==> config.mk <==
export PLATFORM = sky130hd
export DESIGN_NAME = wdg_core
export DESIGN_NICKNAME = d
export VERILOG_FILES = /design/src/rtl/wdg_pkg.sv /design/src/rtl/wdg_guard_win.sv /design/src/rtl/wdg_ctrl_reg.sv /design/src/rtl/wdg_timeout.sv /design/src/rtl/wdg_core.sv
export SDC_FILE = /design/constraint.sdc
export NUM_CORES = 1
export LEC_CHECK = 0
export ABC_AREA = 1
export CAP_MARGIN = 40
export CORE_AREA = 3 3 105 67
export DETAILED_ROUTE_END_ITERATION = 8
export DIE_AREA = 0 0 108 70
export DONT_BUFFER_PORTS = 1
export SYNTH_ARGS = -nofsm -noshare
export SYNTH_HDL_FRONTEND = slang
export SYNTH_SLANG_ARGS = --single-unit
==> constraint.sdc <==
create_clock -name clk -period 4.85 [get_ports clk]
set_input_delay 0.97 -clock clk [delete_from_list [all_inputs] [get_ports clk]]
set_output_delay 0.97 -clock clk [all_outputs]
set_load 0.005 [all_outputs]
==> src/rtl/wdg_pkg.sv <==
// Shared field layout for the watchdog control register.
// Assumes an 8-bit register with three reserved high bits.
package wdg_pkg;
    localparam int REG_W   = 8;
    localparam int PS_W    = 3;
    localparam int BIT_GRD = 4;
    localparam int BIT_EN  = 3;

    typedef struct packed {
        logic            grd;
        logic            en;
        logic [PS_W-1:0] ps;
    } wdg_ctrl_t;

    // Assemble the read value with reserved bits forced to zero.
    function automatic logic [REG_W-1:0] pack_ctrl(input wdg_ctrl_t c);
        logic [REG_W-1:0] v;
        v = '0;
        v[BIT_GRD]    = c.grd;
        v[BIT_EN]     = c.en;
        v[PS_W-1:0]   = c.ps;
        return v;
    endfunction
endpackage

==> src/rtl/wdg_guard_win.sv <==
// Self-expiring disable window.
// An arm pulse (re)loads GUARD_CYCLES; the window reads open while the
// remaining count is non-zero, and closes after that many edges.
module wdg_guard_win #(
    parameter int GUARD_CYCLES = 4
) (
    input  logic clk,
    input  logic rst_n,
    input  logic arm,
    output logic open
);
    localparam int GW = $clog2(GUARD_CYCLES + 1);

    logic [GW-1:0] left_q;

    // Load on arm, otherwise count down to zero.
    always_ff @(posedge clk) begin
        if (!rst_n)
            left_q <= '0;
        else if (arm)
            left_q <= GW'(GUARD_CYCLES);
        else if (left_q != '0)
            left_q <= left_q - GW'(1);
    end

    assign open = (left_q != '0);
endmodule

==> src/rtl/wdg_ctrl_reg.sv <==
// Enable and prescale storage with the guarded clear rule.
// Assumes win_open is the current guard state sampled at the same edge.
module wdg_ctrl_reg
    import wdg_pkg::*;
(
    input  logic             clk,
    input  logic             rst_n,
    input  logic             wr_en,
    input  logic [4:0]       wr_bits,
    input  logic             win_open,
    output logic             arm,
    output logic             en,
    output logic [PS_W-1:0]  ps
);
    logic set_en;
    logic clr_req;

    // Decode the write into arm, set and clear requests.
    always_comb begin
        set_en  = wr_en && wr_bits[BIT_EN];
        clr_req = wr_en && !wr_bits[BIT_EN];
        arm     = set_en && wr_bits[BIT_GRD];
    end

    // Enable bit: set freely, cleared only inside the guard window.
    always_ff @(posedge clk) begin
        if (!rst_n)
            en <= 1'b0;
        else if (set_en)
            en <= 1'b1;
        else if (clr_req && win_open)
            en <= 1'b0;
    end

    // Prescale field follows every write.
    always_ff @(posedge clk) begin
        if (!rst_n)
            ps <= '0;
        else if (wr_en)
            ps <= wr_bits[PS_W-1:0];
    end
endmodule

==> src/rtl/wdg_timeout.sv <==
// Prescaled timeout counter with a registered one-cycle fire pulse.
// Timeout is 2^(BASE_LOG2+ps) cycles; kick and disable clear the count.
module wdg_timeout
    import wdg_pkg::*;
#(
    parameter int BASE_LOG2 = 14
) (
    input  logic            clk,
    input  logic            rst_n,
    input  logic            en,
    input  logic [PS_W-1:0] ps,
    input  logic            kick,
    output logic            fire
);
    localparam int CW = BASE_LOG2 + (1 << PS_W);
    localparam logic [CW-1:0] ONE = CW'(1);

    logic [CW-1:0] cnt_q;
    logic [CW-1:0] term;
    logic          reached;

    // Terminal count for the current prescale code.
    always_comb begin
        term    = (ONE << (BASE_LOG2 + int'(ps))) - ONE;
        reached = (cnt_q >= term);
    end

    // Count, wrap on timeout and emit the pulse; kick has priority.
    always_ff @(posedge clk) begin
        if (!rst_n) begin
            cnt_q <= '0;
            fire  <= 1'b0;
        end else begin
            fire <= 1'b0;
            if (!en || kick)
                cnt_q <= '0;
            else if (reached) begin
                cnt_q <= '0;
                fire  <= 1'b1;
            end else
                cnt_q <= cnt_q + ONE;
        end
    end
endmodule

==> src/rtl/wdg_core.sv <==
// Watchdog top: control register, guard window and timeout counter.
// Assumes all inputs are synchronous to clk.
module wdg_core
    import wdg_pkg::*;
#(
    parameter int BASE_LOG2    = 14,
    parameter int GUARD_CYCLES = 4
) (
    input  logic             clk,
    input  logic             rst_n,
    input  logic             wr_en,
    input  logic [REG_W-1:0] wr_data,
    output logic [REG_W-1:0] rd_data,
    input  logic             kick,
    output logic             rst_req
);
    wdg_ctrl_t ctrl;
    logic      arm;
    logic      win_open;
    logic      en;
    logic [PS_W-1:0] ps;
    logic      unused_rsv;

    assign unused_rsv = ^wr_data[REG_W-1:BIT_GRD+1];

    wdg_guard_win #(.GUARD_CYCLES(GUARD_CYCLES)) u_win (
        .clk  (clk),
        .rst_n(rst_n),
        .arm  (arm),
        .open (win_open)
    );

    wdg_ctrl_reg u_reg (
        .clk     (clk),
        .rst_n   (rst_n),
        .wr_en   (wr_en),
        .wr_bits (wr_data[BIT_GRD:0]),
        .win_open(win_open),
        .arm     (arm),
        .en      (en),
        .ps      (ps)
    );

    wdg_timeout #(.BASE_LOG2(BASE_LOG2)) u_tmo (
        .clk  (clk),
        .rst_n(rst_n),
        .en   (en),
        .ps   (ps),
        .kick (kick),
        .fire (rst_req)
    );

    // Gather register fields for read-back.
    always_comb begin
        ctrl.grd = win_open;
        ctrl.en  = en;
        ctrl.ps  = ps;
        rd_data  = pack_ctrl(ctrl);
    end
endmodule

# Yosys cells after proc, flatten, opt, wreduce, memory -nomap -nowiden
# Index checks and enable logic that the tools add are counted.
# word_totals
register_bits	30
in_bits	12
output_inout_bits	9
wordCells	31
# classes
n_addsub	4
order_cmp	1
shifts	1
muxes	5
n_bitwise	1
reduce_logical	13
# ops
op	n
$shl 1x32->22 const A	1
$add 22x1->22 const B	1
$ge 22x22->1	1
$sub 22x1->22 const B	1
$mux 3	2
$add 4x3->5 const A	1
$logic_and 1x1->1	4
$reduce_bool 2->1	2
$reduce_or 2->1	2
$mux 1	3
$reduce_bool 3->1	1
$reduce_or 3->1	1
$sub 3x1->3 const B	1
$logic_not 1->1	2
$logic_or 1x1->1	1
$not 1->1	1

# Logic depth before layout (Yosys ltp)
# Gate-level depths: netlist (run 1).
# depth
word_depth	5
ltp_mapped	16
depth_no_buf	15

# Modules after synthesis
# Synthesis (run 1) repeated with hierarchy kept, for this count alone.
# unflattened
cells_unflattened	293
hier_area_um2	2149.6
# by_module_without_submodules
module	instances	cells_each	area_each_um2	seq_area_each_um2
wdg_timeout	1	239	1774.2	460.4
wdg_guard_win	1	27	178.9	60.1
wdg_ctrl_reg	1	21	155.1	80.1
wdg_core	1	6	41.3	0.0

# Worst setup path before layout (run 1)
# No wires, ideal clock.
# synth_path
path_kind	register to register
from	register u_reg.ps[1]
to	register u_tmo.cnt_q[0]
setup_time_ns	0.062
t_arrival_ns	2.326
required_time_ns	4.788
setup_slack_ns	2.462
path_stages_with_launch	17
path_buffers	1
period_less_slack_ns	2.388
path_cell_list	dfxtp_1 -> inv_2 -> ha_1 -> inv_1 -> nor4_1 -> xnor2_1 -> ha_1 -> nand2_1 -> nor2_1 -> nand2_1 -> nor2_2 -> nand2_1 -> nand2_1 -> nor2_2 -> nand3_4 -> buf_12 -> nor2_2
# synth_via
elab_chain_len	5
# synth_lines
item	line_no	text
start, declared	wdg_ctrl_reg.sv:13	output logic [PS_W-1:0] ps
start signal, assigned	wdg_ctrl_reg.sv:40	ps <= wr_bits[PS_W-1:0];
$add 4x3->5	wdg_timeout.sv:24	term = (ONE << (BASE_LOG2 + int'(ps))) - ONE;
$shl 1x32->22	wdg_timeout.sv:24	
$sub 22x1->22	wdg_timeout.sv:24	
$ge 22x22->1	wdg_timeout.sv:25	reached = (cnt_q >= term);
$reduce_or 3->1 (no line)	--	
end signal, assigned	wdg_timeout.sv:41	cnt_q <= cnt_q + ONE;
end, declared	wdg_timeout.sv:18	logic [CW-1:0] cnt_q;
# No other way between the ends.
# A chain may end at the register's enable or synchronous reset.

# Worst setup path in the final report (run 1)
# layout_path
from	register u_reg.ps[1]
to	register u_tmo.cnt_q[15]
# Same word-level chain as after synthesis.

==> results of run 1 <==
## sequential cells by signal, summed over array words and instances (netlist names)
register / count
u_reg.en: 1
u_reg.ps: 3
u_tmo.cnt_q: 22
u_tmo.fire: 1
u_win.left_q: 3
## worst paths after layout
kind,end,start,slack (ps)
setup reg to reg,u_tmo.cnt_q[15]$_SDFF_PP0_,u_reg.ps[1]$_SDFFE_PN0P_,1940
hold reg to reg,u_win.left_q[1]$_SDFFE_PP0N_,u_win.left_q[1]$_SDFFE_PP0N_,470
hold / removal,u_win.left_q[1]$_SDFFE_PP0N_,u_win.left_q[1]$_SDFFE_PP0N_,470
setup / recovery,u_tmo.cnt_q[15]$_SDFF_PP0_,u_reg.ps[1]$_SDFFE_PN0P_,1940
## cells in the final DEF (no fill, tap or decap), types with 3 or more instances in the layout
cell      instances
clkbuf_8          5
nand3_1          11
nand2_2           4
dfxtp_1          30
ha_1             23
inv_1            38
xor2_1           14
xnor2_1           6
nor2_2           24
conb_1            6
a21oi_1           9
nand2_1          56
o21ai_0           6
nor2_1           28
nand4_1           7
nor3_1            3
## cell type report
class	count	area, sq um	share of cell area [%]
Multi-Input combinational cell	213	1310	58.4
Tap cell	84	105	4.71
Inverter	39	146	6.55
Clock buffer	7	76.3	3.42
Sequential cell	30	601	26.9
## report_power, final
group / switching [mW] / internal [mW]
clock network: 0.0909 / 0.0987
registers: 0.0106 / 0.261
logic: 0.0683 / 0.0399
total: 0.170 / 0.399
## cells by family (layout without fill, tap and decap cells)
family | after synthesis | after routing | synth area share [%]
adder cells (fa/ha/maj) | 23 | 23 | 13.6
other | 1 | 6 | 0.178
AND/OR/NAND/NOR | 143 | 143 | 33.3
AO/OA/AOI/OAI | 21 | 21 | 5.57
buffers and inverters | 46 | 46 | 10.6
flip-flops | 30 | 30 | 28.5
XOR/XNOR | 20 | 20 | 8.30
## stage by stage
stage / hold slack (ps) / worst slack (ps) / instances / utilization [%]
after floorplan: 441 / 2460 / 289 / -
after global placement: 454 / 2030 / 366 / 35.5
after detailed placement: 462 / 1940 / 366 / 35.5
after CTS: 472 / 1910 / 373 / 36.7
after global routing: 509 / 1600 / 373 / 36.7
final: 465 / 1940 / 373 / 36.7
## layer usage
| layer | up-vias | wire [um] | global-route usage (%) |
|---|---|---|---|
| met5 | - | 0 | 0 |
| li1 | 888 | - | - |
| met3 | 2 | 137 | 3.60 |
| met4 | 0 | 8 | 1.96 |
| met1 | 752 | 2610 | 20.7 |
| met2 | 22 | 1610 | 15.8 |
## worst max-delay path, stage by stage (launching register included)
cell and delay (ps):
dfxtp_1 460, inv_2 140, ha_1 340, inv_1 100, nor4_1 240, xnor2_1 200, ha_1 270, nand2_1 60
nor2_1 60, nand2_1 110, nor2_2 60, nand2_1 60, nand2_1 60, nor2_2 160, nand3_4 330, nor2_1 180
==> metrics.csv, run 1 <==
metric,value,unit
row count,22,
crit path DAT,3110,ps
Worst EP required,5050,ps
synth unique cells,30,
Die ar.,7560,sq um
"IR drop worst, VDD",87.9,uV
# Max-Cap Violations,0,
setup TNS,0,ps
Synth Register Bits,30,
share of cells above drive strength 1,14.2,%
DRC violations left,0,
wire length per cell,11.7,um
Overall Power,569,uW
Critical Path Fanout Max,22,
cell count after synthesis,284,
first-pass GRT wire length,7560,um
Final Slew Violations,0,
Post-synth ARST share,0,%
Critical Path Source Type,register,
Final Hold Viols,0,
"count leader, synth",nand2_1,
TritonCTS clock tree,built,
warnings from Yosys,0,
"Top FF cell, synth",dfxtp_1,
"Avg Cell Area, Syn",7.43,sq um
Nets,324,
gr usage total,12.6,%
core area,6080,sq um
Final Setup Violations,0,
post-route ant nets,0,
Die Y,70,um
critical path class,reg -> reg,
setup bufs post-CTS,0,
HP Class,reg -> reg,
share of the synthesized area in the top cell type,28.5,%
number of global-route vias before repair,1581,
Clk Tree Root Cell,clkbuf_8,
initial antenna violation count,0,
Commonest cells post-synth,"56 x nand2_1, 38 x inv_1, 30 x dfxtp_1, 28 x nor2_1, 24 x nor2_2",
# hold bufs at CTS,0,
mapped cell area,2110,sq um
"Design Area, Final",2230,sq um
starting density of the core,34.7,%
Die Wd,108,um
largest net degree at the start of global routing,23,
GRT overflow,0,
Pwr per Cell Area,255,nW/um^2
H-tree Lvls,2,
Clock Skews,7.97,ps
total routed wirelength,4370,um
"top cells by area, synth","dfxtp_1 28%, ha_1 14%, nand2_1 10%, nor2_2 7.1%, inv_1 6.8%",
Max Buffers Root-to-Sink,2,
FILL cells,663,
Final Critical Period,2910,ps
Max Clock Freq,0.344,GHz
clk_lat worst skew,280,ps
via-per-instance ratio,4.46,
reg2reg path depth,15,
Lkg Pwr,0.883,nW
First DRT Iteration DRCs,123,
largest area contributor in the netlist,dfxtp_1,
Diodes inserted,0,
"Area growth, synth to finish",5.81,%
TritonCTS Buffers,5,
Tcrit/Tclk final,60.0,%
CTS Sinks,30,
num ports,21,
post-DP HPWL,3500,um
hold-critical path depth,2,
register area share after synthesis,28.5,%
gp weighted congestion,0.772,
Crit. End Element,register,
outcome,"finished, final reports clean",
Via Count,1664,
Post-synth EDFFs,0,
PostCTS Resize Cnt,0,
Port Buf Inserts,0,
first-pass detailed-route iteration total,4,
clock-pin transition on the worst setup and hold timing paths,70,ps
Placed Area,2160,sq um
unrepaired setup endpoints after global routing,false,
No activity file was read; power rests on OpenSTA's default activity.
==> inputs of run 2 (changes only) <==
clock period = 2.65 ns   (was 4.85 ns; I/O delays follow)
==> run 2 against run 1 <==
Global-route usage is 0.71 points higher. Routed wire length rose by 9.4%. Flip-flop and latch count unchanged. Hold slack worse by 81 ps. Cell area is 7.3% higher. Register-to-register slack worse by 1800 ps. Largest cell class unchanged.
==> metrics.csv, run 2 (same netlist as run 1, synthesis figures left out) <==
metric,value,unit
share of cells above drive strength 1,20.4,%
row count,22,
first-pass detailed-route iteration total,4,
setup TNS,0,ps
starting density of the core,34.7,%
hold-critical path depth,2,
"IR drop worst, VDD",360,uV
Pwr per Cell Area,462,nW/um^2
"commonest non-fill, non-tap cell in the layout",nand2_1,
unrepaired setup endpoints after global routing,false,
post-DP HPWL,3530,um
Clock Skews,3.16,ps
num ports,21,
Worst EP required,2870,ps
Crit. End Element,register,
number of global-route vias before repair,1568,
Via Count,1747,
Die Y,70,um
Tcrit/Tclk final,93.4,%
Max Buffers Root-to-Sink,2,
outcome,"finished, final reports clean",
Rel. slew slack,54.2,%
reg2reg path depth,16,
crit path DAT,2700,ps
Die ar.,7560,sq um
Final Hold Viols,0,
Critical Path Source Type,register,
clk_lat worst skew,280,ps
hold endpoint,u_reg.ps[2]$_SDFFE_PN0P_,
Worst-Margin Slew,684,ps
CTS Sinks,30,
wire length per cell,12.5,um
TritonCTS Buffers,5,
TritonCTS clock tree,built,
Final Critical Period,2480,ps
H-tree Lvls,2,
initial antenna violation count,0,
First DRT Iteration DRCs,160,
Final Setup Violations,0,
total routed wirelength,4780,um
flop2flop setup slack,170,ps
worst r2r src,u_reg.ps[1]$_SDFFE_PN0P_,
core area,6080,sq um
"Area growth, synth to finish",13.6,%
Lkg Pwr,0.943,nW
# hold bufs at CTS,0,
Nets,333,
largest net degree at the start of global routing,12,
critical path class,reg -> reg,
gp weighted congestion,0.798,
# Max-Cap Violations,0,
Regs by FF count,"u_tmo.cnt_q x22, u_reg.ps x3, u_win.left_q x3",
via-per-instance ratio,4.56,
max reg flops,22,
Port Buf Inserts,0,
clock-pin transition on the worst setup and hold timing paths,60,ps
GRT overflow,0,
Diodes inserted,0,
Max Clock Freq,0.404,GHz
Reg2Reg Capture Point,u_tmo.cnt_q[17]$_SDFF_PP0_,
gr usage total,13.3,%
Die Wd,108,um
DRC violations left,0,
Largest Register,u_tmo.cnt_q,
Overall Power,1.11,mW
first-pass GRT wire length,7840,um
Hold Path Origin,rst_n,
HP Class,in -> reg,
Clk Tree Root Cell,clkbuf_8,
most frequent cells in the layout,"56 x nand2_1, 35 x inv_1, 30 x dfxtp_1",
post-route ant nets,0,
Critical Path Fanout Max,9,
Final Slew Violations,0,
run 2: changes by cell type in the layout (fill, tap and decap cells not counted), moves of 2 or more:
cell     delta
nor2_1      -2
ha_4        +2
ha_1        -2
inv_2       +3
inv_1       -3
buf_4       +6
nand3_4     +2
run 2: layout make-up:
cell class / instances / area (sq um)
clock inverters: 1 / 5.00
multi-input cells: 215 / 1390
fillers: 638 / 3690
well taps: 84 / 105
clock buffers: 7 / 86.3
flip-flops and latches: 30 / 601
repair buffers: 7 / 65.1
inverters: 39 / 146
run 2: per-stage QoR:
step | hold slack [ps] | util, % | worst slack [ps] | instances | cell area, sq um
2_1_floorplan | 441 | - | 262 | 289 | 2130
3_3_place_gp | 453 | 36.0 | 58.9 | 370 | 2190
3_5_place_dp | 462 | 36.0 | -21.1 | 370 | 2190
4_1_cts | 375 | 38.3 | 76.9 | 381 | 2330
5_1_grt | 377 | 39.4 | 2.22 | 383 | 2400
6_report | 384 | 39.4 | 174 | 383 | 2400
run 2: worst max-delay path: stages, from the launching register on:
cell and delay (ps):
dfxtp_1 340, inv_2 80, ha_4 280, inv_2 50
buf_4 130, a31oi_1 230, ha_1 270, nand2_1 60
nor2_1 40, nand2_1 100, nor2_2 60, nand2_1 60
nand2_1 80, nor2_4 250, nand3_4 130, buf_12 180
nor2_2 60
run 2: metal layers:
| metal | vias to the layer above | part of all wire, % | wire length, um | GRT usage [%] |
|---|---|---|---|---|
| li1 | 919 | - | - | - |
| met1 | 782 | 54 | 2590 | 21.0 |
| met2 | 41 | 37 | 1770 | 16.9 |
| met3 | 5 | 7.7 | 370 | 3.69 |
| met4 | 0 | 0.88 | 42 | 3.64 |
| met5 | - | 0 | 0 | 0 |
run 2: worst max-delay path by stage:
stage / startpoint / endpoint / slack, ps / depth (start not counted)
4_1_cts: u_reg.ps[2]$_SDFFE_PN0P_ / u_tmo.cnt_q[18]$_SDFF_PP0_ / 80 / 15
3_3_place_gp: u_reg.ps[2]$_SDFFE_PN0P_ / u_tmo.cnt_q[15]$_SDFF_PP0_ / 60 / 15
5_1_grt: u_reg.ps[2]$_SDFFE_PN0P_ / u_tmo.cnt_q[8]$_SDFF_PP0_ / 2 / 16
2_1_floorplan: u_reg.ps[1]$_SDFFE_PN0P_ / u_tmo.cnt_q[0]$_SDFF_PP0_ / 260 / 16
3_5_place_dp: u_reg.ps[1]$_SDFFE_PN0P_ / u_tmo.cnt_q[18]$_SDFF_PP0_ / -20 / 15
6_report: u_reg.ps[1]$_SDFFE_PN0P_ / u_tmo.cnt_q[17]$_SDFF_PP0_ / 170 / 16
run 2: timing repair:
| action | in CTS | in global routing |
|---|---|---|
| resized for setup | 2 | 11 |
| cloned | 1 | 1 |
| setup endpoints to repair | 22 | 23 |
| pin swaps | 1 | 2 |
| buffers inserted | 2 | 1 |
run 2: where the power goes:
| group | internal, mW | switching (mW) | total, mW |
|---|---|---|---|
| Clock | 0.209 | 0.167 | 0.376 |
| Sequential | 0.478 | 0.0183 | 0.496 |
| Combinational | 0.0917 | 0.143 | 0.235 |
| Total | 0.778 | 0.329 | 1.11 |
